<file path="config.mk">
export PLATFORM = sky130hd
export DESIGN_NAME = ata_status_seq
export DESIGN_NICKNAME = d
export VERILOG_FILES = /design/src/rtl/ata_stat_pkg.sv /design/src/rtl/ata_irq_delay.sv /design/src/rtl/ata_taskfile.sv /design/src/rtl/ata_read_mux.sv /design/src/rtl/ata_status_seq.sv
export SDC_FILE = /design/constraint.sdc
export NUM_CORES = 1
export LEC_CHECK = 0
export ABC_AREA = 1
export BUFFER_PORTS_ARGS = -buffer_cell sky130_fd_sc_hd__buf_2
export CORE_ASPECT_RATIO = 1.1
export CORE_UTILIZATION = 44
export CTS_CLUSTER_DIAMETER = 60
export DETAILED_ROUTE_END_ITERATION = 12
export PLACE_DENSITY = 0.65
export SLEW_MARGIN = 20
export SYNTH_ARGS = -nofsm -noshare
export SYNTH_HDL_FRONTEND = slang
export SYNTH_SLANG_ARGS = --single-unit
</file>
<file path="constraint.sdc">
create_clock -name clk -period 2.25 [get_ports clk]
set_clock_uncertainty 0.05 [all_clocks]
set_input_delay 0.3375 -clock clk [delete_from_list [all_inputs] [get_ports clk]]
set_output_delay 0.3375 -clock clk [all_outputs]
set_load 0.01 [all_outputs]
</file>
<file path="src/rtl/ata_stat_pkg.sv">
package ata_stat_pkg;

    localparam int ST_ERR  = 0;
    localparam int ST_DRQ  = 3;
    localparam int ST_DSC  = 4;
    localparam int ST_DRDY = 6;
    localparam int ST_BSY  = 7;

    localparam int ER_ABRT = 2;
    localparam int ER_IDNF = 4;

    localparam int DC_MASK = 1;
    localparam int DC_SRST = 2;
    localparam int DC_HIGH = 7;

    typedef enum logic [2:0] {
        EV_NONE      = 3'd0,
        EV_ACCEPT    = 3'd1,
        EV_DONE      = 3'd2,
        EV_DATA      = 3'd3,
        EV_FAST      = 3'd4,
        EV_FAST_DATA = 3'd5,
        EV_ABORT     = 3'd6
    } ev_e;

    typedef enum logic [3:0] {
        RA_DATA    = 4'd0,
        RA_ERROR   = 4'd1,
        RA_COUNT   = 4'd2,
        RA_SECTOR  = 4'd3,
        RA_CYL_LO  = 4'd4,
        RA_CYL_HI  = 4'd5,
        RA_SELECT  = 4'd6,
        RA_STATUS  = 4'd7,
        RA_CONTROL = 4'd8
    } reg_addr_e;

    typedef struct packed {
        logic [7:0] count;
        logic [7:0] sector;
        logic [7:0] cyl_lo;
        logic [7:0] cyl_hi;
        logic [7:0] select;
    } taskfile_t;

    function automatic taskfile_t reset_signature(input logic packet, input logic [7:0] sel);
        taskfile_t t;
        t.count  = 8'h01;
        t.sector = 8'h01;
        t.cyl_lo = packet ? 8'h14 : 8'h00;
        t.cyl_hi = packet ? 8'hEB : 8'h00;
        t.select = sel;
        return t;
    endfunction

    function automatic logic [7:0] pack_status(input logic bsy, input logic ready,
                                               input logic drq, input logic err);
        logic [7:0] s;
        s          = '0;
        s[ST_BSY]  = bsy;
        s[ST_DRDY] = ready;
        s[ST_DSC]  = ready;
        s[ST_DRQ]  = drq;
        s[ST_ERR]  = err;
        return s;
    endfunction

    function automatic logic is_taskfile(input logic [3:0] a);
        return a <= 4'(RA_STATUS);
    endfunction

endpackage

</file>
<file path="src/rtl/ata_irq_delay.sv">
module ata_irq_delay
    import ata_stat_pkg::*;
#(
    parameter int NORM_TICKS = 2,
    parameter int FAST_TICKS = 1
) (
    input  logic clk,
    input  logic rst,
    input  logic load_norm,
    input  logic load_fast,
    input  logic cancel,
    input  logic tick_en,
    output logic running,
    output logic done
);
    localparam int MAX_TICKS = (NORM_TICKS > FAST_TICKS) ? NORM_TICKS : FAST_TICKS;
    localparam int CW        = $clog2(MAX_TICKS + 1);

    logic [CW-1:0] cnt_q;

    assign running = (cnt_q != '0);
    assign done    = tick_en && (cnt_q == CW'(1)) && !load_norm && !load_fast && !cancel;

    always_ff @(posedge clk) begin
        if (rst || cancel) begin
            cnt_q <= '0;
        end else if (load_norm) begin
            cnt_q <= CW'(NORM_TICKS);
        end else if (load_fast) begin
            cnt_q <= CW'(FAST_TICKS);
        end else if (tick_en && running) begin
            cnt_q <= cnt_q - CW'(1);
        end
    end
endmodule

</file>
<file path="src/rtl/ata_taskfile.sv">
module ata_taskfile
    import ata_stat_pkg::*;
(
    input  logic       clk,
    input  logic       rst,
    input  logic       is_packet,
    input  logic       reg_wr,
    input  logic [3:0] reg_addr,
    input  logic [7:0] wr_data,
    output taskfile_t  tf,
    output logic [7:0] devctl,
    output logic       srst_now
);
    taskfile_t  tf_q;
    logic [7:0] dc_q;
    logic       ctrl_wr;

    assign ctrl_wr  = reg_wr && (reg_addr == 4'(RA_CONTROL));
    assign srst_now = ctrl_wr && wr_data[DC_SRST] && !dc_q[DC_SRST];
    assign tf       = tf_q;
    assign devctl   = dc_q;

    always_ff @(posedge clk) begin
        if (rst) begin
            tf_q <= '0;
            dc_q <= '0;
        end else if (ctrl_wr) begin
            dc_q <= wr_data;
            if (srst_now) begin
                tf_q <= reset_signature(is_packet, tf_q.select);
            end
        end else if (reg_wr && is_taskfile(reg_addr)) begin
            dc_q[DC_HIGH] <= 1'b0;
            case (reg_addr)
                4'(RA_COUNT):  tf_q.count  <= wr_data;
                4'(RA_SECTOR): tf_q.sector <= wr_data;
                4'(RA_CYL_LO): tf_q.cyl_lo <= wr_data;
                4'(RA_CYL_HI): tf_q.cyl_hi <= wr_data;
                4'(RA_SELECT): tf_q.select <= wr_data;
                default: ;
            endcase
        end
    end
endmodule

</file>
<file path="src/rtl/ata_read_mux.sv">
module ata_read_mux
    import ata_stat_pkg::*;
(
    input  logic [3:0] reg_addr,
    input  logic [7:0] status,
    input  logic [7:0] error,
    input  taskfile_t  tf,
    output logic [7:0] rd_data
);
    always_comb begin
        if (status[ST_BSY] && is_taskfile(reg_addr)) begin
            rd_data = status;
        end else begin
            case (reg_addr)
                4'(RA_DATA):    rd_data = 8'h00;
                4'(RA_ERROR):   rd_data = error;
                4'(RA_COUNT):   rd_data = tf.count;
                4'(RA_SECTOR):  rd_data = tf.sector;
                4'(RA_CYL_LO):  rd_data = tf.cyl_lo;
                4'(RA_CYL_HI):  rd_data = tf.cyl_hi;
                4'(RA_SELECT):  rd_data = tf.select;
                4'(RA_STATUS),
                4'(RA_CONTROL): rd_data = status;
                default:        rd_data = 8'hFF;
            endcase
        end
    end
endmodule

</file>
<file path="src/rtl/ata_status_seq.sv">
module ata_status_seq
    import ata_stat_pkg::*;
#(
    parameter int NORM_TICKS = 2,
    parameter int FAST_TICKS = 1
) (
    input  logic       clk,
    input  logic       rst,
    input  logic       tick_en,
    input  logic       is_packet,
    input  logic [2:0] ev_op,
    input  logic [7:0] abort_code,
    input  logic       reg_rd,
    input  logic       reg_wr,
    input  logic [3:0] reg_addr,
    input  logic [7:0] wr_data,
    output logic [7:0] rd_data,
    output logic [7:0] status_o,
    output logic [7:0] error_o,
    output logic [7:0] devctl_o,
    output logic       irq_o,
    output logic       srst_o
);
    ev_e        ev;
    logic       bsy_q, drq_q, err_q, pend_q, irq_q, seen_cmd_q, srst_q;
    logic [7:0] error_q;
    logic       srst_now, load_norm, load_fast, running, done, ack_read;
    taskfile_t  tf;
    logic [7:0] devctl;

    assign ev        = ev_e'(ev_op);
    assign load_norm = (ev == EV_DONE) || (ev == EV_DATA) || (ev == EV_ABORT);
    assign load_fast = (ev == EV_FAST) || (ev == EV_FAST_DATA);

    ata_taskfile u_tf (
        .clk(clk), .rst(rst), .is_packet(is_packet), .reg_wr(reg_wr),
        .reg_addr(reg_addr), .wr_data(wr_data), .tf(tf), .devctl(devctl),
        .srst_now(srst_now)
    );

    ata_irq_delay #(.NORM_TICKS(NORM_TICKS), .FAST_TICKS(FAST_TICKS)) u_dly (
        .clk(clk), .rst(rst), .load_norm(load_norm), .load_fast(load_fast),
        .cancel(srst_now), .tick_en(tick_en), .running(running), .done(done)
    );

    assign status_o = pack_status(bsy_q, !is_packet || seen_cmd_q, drq_q, err_q);

    ata_read_mux u_mux (
        .reg_addr(reg_addr), .status(status_o), .error(error_q), .tf(tf),
        .rd_data(rd_data)
    );

    // a status read, including one redirected there while busy, acknowledges
    assign ack_read = reg_rd && ((reg_addr == 4'(RA_STATUS)) ||
                                 (bsy_q && is_taskfile(reg_addr)));

    always_ff @(posedge clk) begin
        if (rst) begin
            bsy_q <= 1'b0; drq_q <= 1'b0; err_q <= 1'b0; pend_q <= 1'b0;
            irq_q <= 1'b0; seen_cmd_q <= 1'b0; error_q <= '0; srst_q <= 1'b0;
        end else if (srst_now) begin
            bsy_q <= 1'b0; drq_q <= 1'b0; err_q <= 1'b0; pend_q <= 1'b0;
            irq_q <= 1'b0; seen_cmd_q <= 1'b0; error_q <= 8'h01; srst_q <= 1'b1;
        end else begin
            srst_q <= 1'b0;
            if (ack_read) irq_q <= 1'b0;
            case (ev)
                EV_ACCEPT: begin
                    drq_q <= 1'b0; err_q <= 1'b0; error_q <= '0; seen_cmd_q <= 1'b1;
                end
                EV_DONE, EV_FAST: begin
                    bsy_q <= 1'b1; drq_q <= 1'b0;
                end
                EV_DATA, EV_FAST_DATA: begin
                    bsy_q <= 1'b1; drq_q <= 1'b0; pend_q <= 1'b1;
                end
                EV_ABORT: begin
                    bsy_q <= 1'b1; drq_q <= 1'b0; err_q <= 1'b1;
                    error_q <= error_q | abort_code;
                end
                default: ;
            endcase
            if (done) begin
                bsy_q  <= 1'b0;
                drq_q  <= pend_q;
                pend_q <= 1'b0;
                if (!devctl[DC_MASK]) irq_q <= 1'b1;
            end
        end
    end

    assign error_o  = error_q;
    assign devctl_o = devctl;
    assign irq_o    = irq_q && !devctl[DC_MASK];
    assign srst_o   = srst_q;

endmodule

</file>
-- Yosys cells after proc, flatten, opt, wreduce, memory -nomap -nowiden
Index checks and enable logic that the tools add are counted.
- flip-flop bits (word level): 65
- input bits: 29
- word-level logic and storage cells: 112
- add/subtract/negate cells: 1
- order comparisons: 1
- equal/unequal tests: 16
- multiplexer cells: 26
- bitwise gates (word level): 2
- reduce and logical (&&, ||, !) cells: 48
- operator list (operator ; count):
    $mux 40 ; 3
    $pmux 8 s8 ; 1
    $mux 8 ; 7
    $reduce_bool 2->1 ; 9
    $eq 4x3->1 const B ; 4
    $pmux 8 s2 ; 1
    $reduce_and 3->1 ; 5
    $logic_and 1x1->1 ; 12
    $eq 3x3->1 const B ; 3
    $mux 1 ; 9
    $eq 4x2->1 const B ; 2
    $or 8x8->8 ; 1
    $reduce_or 2->1 ; 4
    $eq 3x2->1 const B ; 2
    $logic_not 1->1 ; 6
    $logic_or 1x1->1 ; 6
    $mux 2 ; 3
    $reduce_bool 3->1 ; 2
    $reduce_or 6->1 ; 1
    $mux 5 ; 1
    $reduce_or 5->1 ; 1
    $eq 4x1->1 const B ; 1
    $eq 4x4->1 const B ; 1
    $le 4x3->1 const B ; 1
    other kinds (8) ; 8

-- Depth between registers and ports, before layout
- word-level depth: 8
- gate-level depth with buffers: 10

-- Modules after synthesis
From an unflattened synthesis, not the netlist that was laid out.
- cells, all modules: 586
- area total of the unflattened synthesis: 3683.5 µm²
- modules (own cells, without submodules) (module ; instances ; cells an instance ; area each (µm²) ; sequential area each (µm²)):
    ata_taskfile ; 1 ; 323 ; 2154.6 ; 960.9
    ata_status_seq ; 1 ; 98 ; 695.7 ; 300.3
    ata_read_mux ; 1 ; 138 ; 665.6 ; 0.0
    ata_irq_delay ; 1 ; 27 ; 167.7 ; 40.0

-- Least setup slack after synthesis
No wires, ideal clock.
- path kind: input to output
- start: in reg_addr[3]
- end: out rd_data[1]
- arrival: 1280 ps
- required time: 1862 ps
- slack: 582 ps
- cell stages on the path: 7
- cell sequence: buf_6 nor2_4 buf_2 nand3_1 o21ai_0 nor2_1 a21oi_1
- word-level cells in the longest chain between the ends: 4
- elaborated cells between the ends (all ways): 14
- those cells by class: order compare (1); eq/ne (8); mux (2); reduce/logical (3)
- ends and longest elaborated chain (item ; line ; RTL):
    from (decl) ; ata_status_seq.sv:15 ; input logic [3:0] reg_addr,
    $eq 4x3->1 or $eq 4x4->1 (tied branches) ; ata_read_mux.sv:14 ; case (reg_addr)
    $reduce_or 2->1 ; ata_read_mux.sv:14 ;
    $pmux 8 s8 ; ata_read_mux.sv:14 ;
    $mux 8 (*) ; ata_read_mux.sv:11 ; if (status[ST_BSY] && is_taskfile(reg_addr)) begin
    to (decl) ; ata_status_seq.sv:17 ; output logic [7:0] rd_data,
Every way passes the cells marked *; elsewhere a longest branch is shown, timed or not.

-- Worst setup path in the final report
- start: in reg_addr[3]
- end: out rd_data[0]
The elaborated chain is that of the path after synthesis.

==> run metrics <==
commonest non-fill, non-tap cells in the layout 134 x nand2_1, 65 x dfxtp_1, 59 x buf_2; VDD IR max 0.000388 V; wirelength, routed 9.73 mm; GPL Wtd Cong 0.910; Syn Std Cell Area 3460 um^2; P_leak 1.85 nW; Starting Density 45.9%; largest cells by area after synthesis dfxtp_1 38%, nand2_1 15%, a21oi_1 8.4%, nand3_1 8.4%, inv_1 5.6%; antenna viol nets, final 0; main combinational cell family by area after synthesis simple AND/OR/NAND/NOR gates; chip width 86.6 um; Setup crit end kind output pin; clk_lat worst skew 0.34 ns; commonest non-fill, non-tap cell in the layout nand2_1; crit path max fanout 18; Seq cells post-synth 65; CP bufs+invs 2; post-synthesis xor/xnor area fraction 0.253%; synthesis-to-layout area growth 15.8%; Setup crit end rd_data[0]; first-pass GRT wire length 15.4 mm; Final period util 89.1%; Hold WS 0.190 ns; Iteration-0 DRC Markers 204; pwr/cell area 700 nW/um^2; Hold Crit Class in -> reg; vias per cell 5.13; Synth Area in Simple Gates 33.7%; initial antenna violation count 0; CP top delay family simple AND/OR/NAND/NOR gates; PortBufs 59; Slew Limit Fails 0; Post-Syn Instances 517; Arr. time, crit path 1.62 ns; Ant. Diodes 0; die area 8230 um^2; Detailed Place HPWL 7.03 mm; Crit-path slowest cell nor2_4; Tmin final 2.00 ns; Compound-Gate Fraction of Synth Area 15.2%; reg2reg setup slack 0.81 ns; mux cell area share after synthesis 0%; maxcap violations 0; synth unique cells 30; Synth Area per Inst 6.70 um^2; # rows 33; Fin. Hold Viols 0; share of cells above drive strength 1 18.5%; Synth Warn # 0; Core Area 7560 um^2; status complete, no violations; CTS sink cnt 65; Clock Path Buffers 2; largest area contributor in the netlist dfxtp_1; area share of fa/ha/maj cells after synthesis 0.722%; startpoint types primary input; Hold-fix buffers, CTS 0; Setup CP Type in -> out; Wirelength per Cell 14.3 um; # fillers 792; worst stage delay on the critical path 0.38 ns; unrepaired setup endpoints after global routing false; H-tree depth 3; Finish-stage setup viols 0; drt pass-1 iters 5; Fmax achieved 499 MHz; total track usage 24.9%; WP data required 1.86 ns; Crit. path cell count 9; largest net degree at the start of global routing 25; Root Driver clkbuf_8; Slew @ Worst Pin 0.525 ns; Die Ht 95.1 um; setup tns final 0 ns; Remaining DRCs 0; clock buffer count from CTS 9; number of nets in the layout 599; Post-CTS Setup Bufs 0; FF-to-FF Start u_tf.devctl[2]; Slew HR 64.9%; via count 3476; Worst Reg-to-Reg Cells 5; Synth top area share 37.6%; CTS tree done; gr ovfl total 0; Worst-path clk slew 0.08 ns; Top Ports 63; crit path cell chain buf_2 > nor2_4 > nand2_1 > o21ai_0 > nor2_1 > nand2_1 > nand2_1 > nand2_1 > buf_2; crit path from reg_addr[3]; Critical R2R Capture u_tf.tf[17]; Critical Path Most Common Cell nand2_1; vias in the first global route 3089; post-cts sizing count 0; register area share after synthesis 37.6%
-- power breakdown --
part | leakage, nW | internal (W) | switching [W] | total, W
registers | 0.527 | 0.00118 | 0.0000191 | 0.00120
logic | 1.19 | 0.000104 | 0.000206 | 0.000310
clock network | 0.129 | 0.000827 | 0.000471 | 0.00130
total | 1.85 | 0.00211 | 0.000696 | 0.00281
-- worst min-delay path by stage --
stage,from,end,cells after the start
floorplan,u_tf.tf[4],u_tf.tf[4],2
global placement,u_tf.tf[4],u_tf.tf[4],2
detailed placement,u_tf.tf[7],u_tf.tf[7],2
CTS,abort_code[3],error_o[3],3
global route,abort_code[2],error_o[2],3
finish,abort_code[1],error_o[1],3
-- layout make-up --
| type | count | area [um^2] | share of cell area [%] |
|---|---|---|---|
| clock buffer | 12 | 165 | 4.12 |
| clock inverter | 4 | 97.6 | 2.43 |
| inverter | 59 | 221 | 5.52 |
| multi-input combinational | 366 | 1740 | 43.4 |
| sequential | 65 | 1300 | 32.4 |
| tap | 105 | 131 | 3.27 |
| timing repair buffer | 67 | 355 | 8.86 |
-- cells in the mapped netlist --
cell type	count
nand2_1	134
dfxtp_1	65
a21oi_1	58
nand3_1	58
inv_1	52
nor2_1	49
o21ai_0	33
buf_4	13
inv_2	7
buf_6	6
buf_2	5
clkbuf_1	5
a21boi_1	4
nor2_4	4
a21boi_0	3
nand3_2	3
a31oi_1	2
ha_1	2
nand2_2	2
nor2_2	2
conb_1	1
nand2_4	1
nand3_4	1
nand3b_1	1
nand4_1	1
nand4_4	1
nor2_8	1
o211ai_1	1
or2_2	1
xor2_1	1
-- cells by family (layout without fill, tap and decap cells) --
kind of cell    count (synthesis)  in the layout
compound gates                101            101
xor+xnor                        1              1
fa+ha+maj                       2              2
buf+inv                        88            142
flops                          65             65
other cells                     1              3
simple gates                  259            259
-- metrics by stage --
step / worst slack (ns) / util, % / power [W] / std cells / instance area, um^2
detailed placement: 0.283 / 49.6 / 0.00154 / 662 / 3750
CTS: 0.260 / 53.1 / 0.00283 / 678 / 4010
floorplan: 0.582 / - / 0.00143 / 519 / 3470
global placement: 0.259 / 49.6 / 0.00153 / 662 / 3750
finish: 0.246 / 53.1 / 0.00281 / 678 / 4010
global route: 0.159 / 53.1 / 0.00292 / 678 / 4010
-- routing by layer --
| metal | routed length, um | global-route usage, % |
|---|---|---|
| met2 | 4380 | 41.1 |
| met5 | 0 | 0 |
| met4 | 143 | 8.89 |
| met3 | 500 | 3.81 |
| met1 | 4700 | 33.0 |
-- worst reg2reg max path: stages, from the launching register on --
cell	delay, ns
dfxtp_1	0.36
inv_1	0.12
nand4_4	0.24
buf_4	0.31
a21boi_0	0.18
nor2_1	0.07
-- sequential cells by signal (all words and copies together), names as in the netlist --
register / flops
u_tf.tf: 40
error_o: 8
u_tf.devctl: 8
u_dly.cnt_q: 2
bsy_q: 1
drq_q: 1
err_q: 1
irq_q: 1
pend_q: 1
seen_cmd_q: 1
srst_o: 1
(Power assumes the default switching activity.)
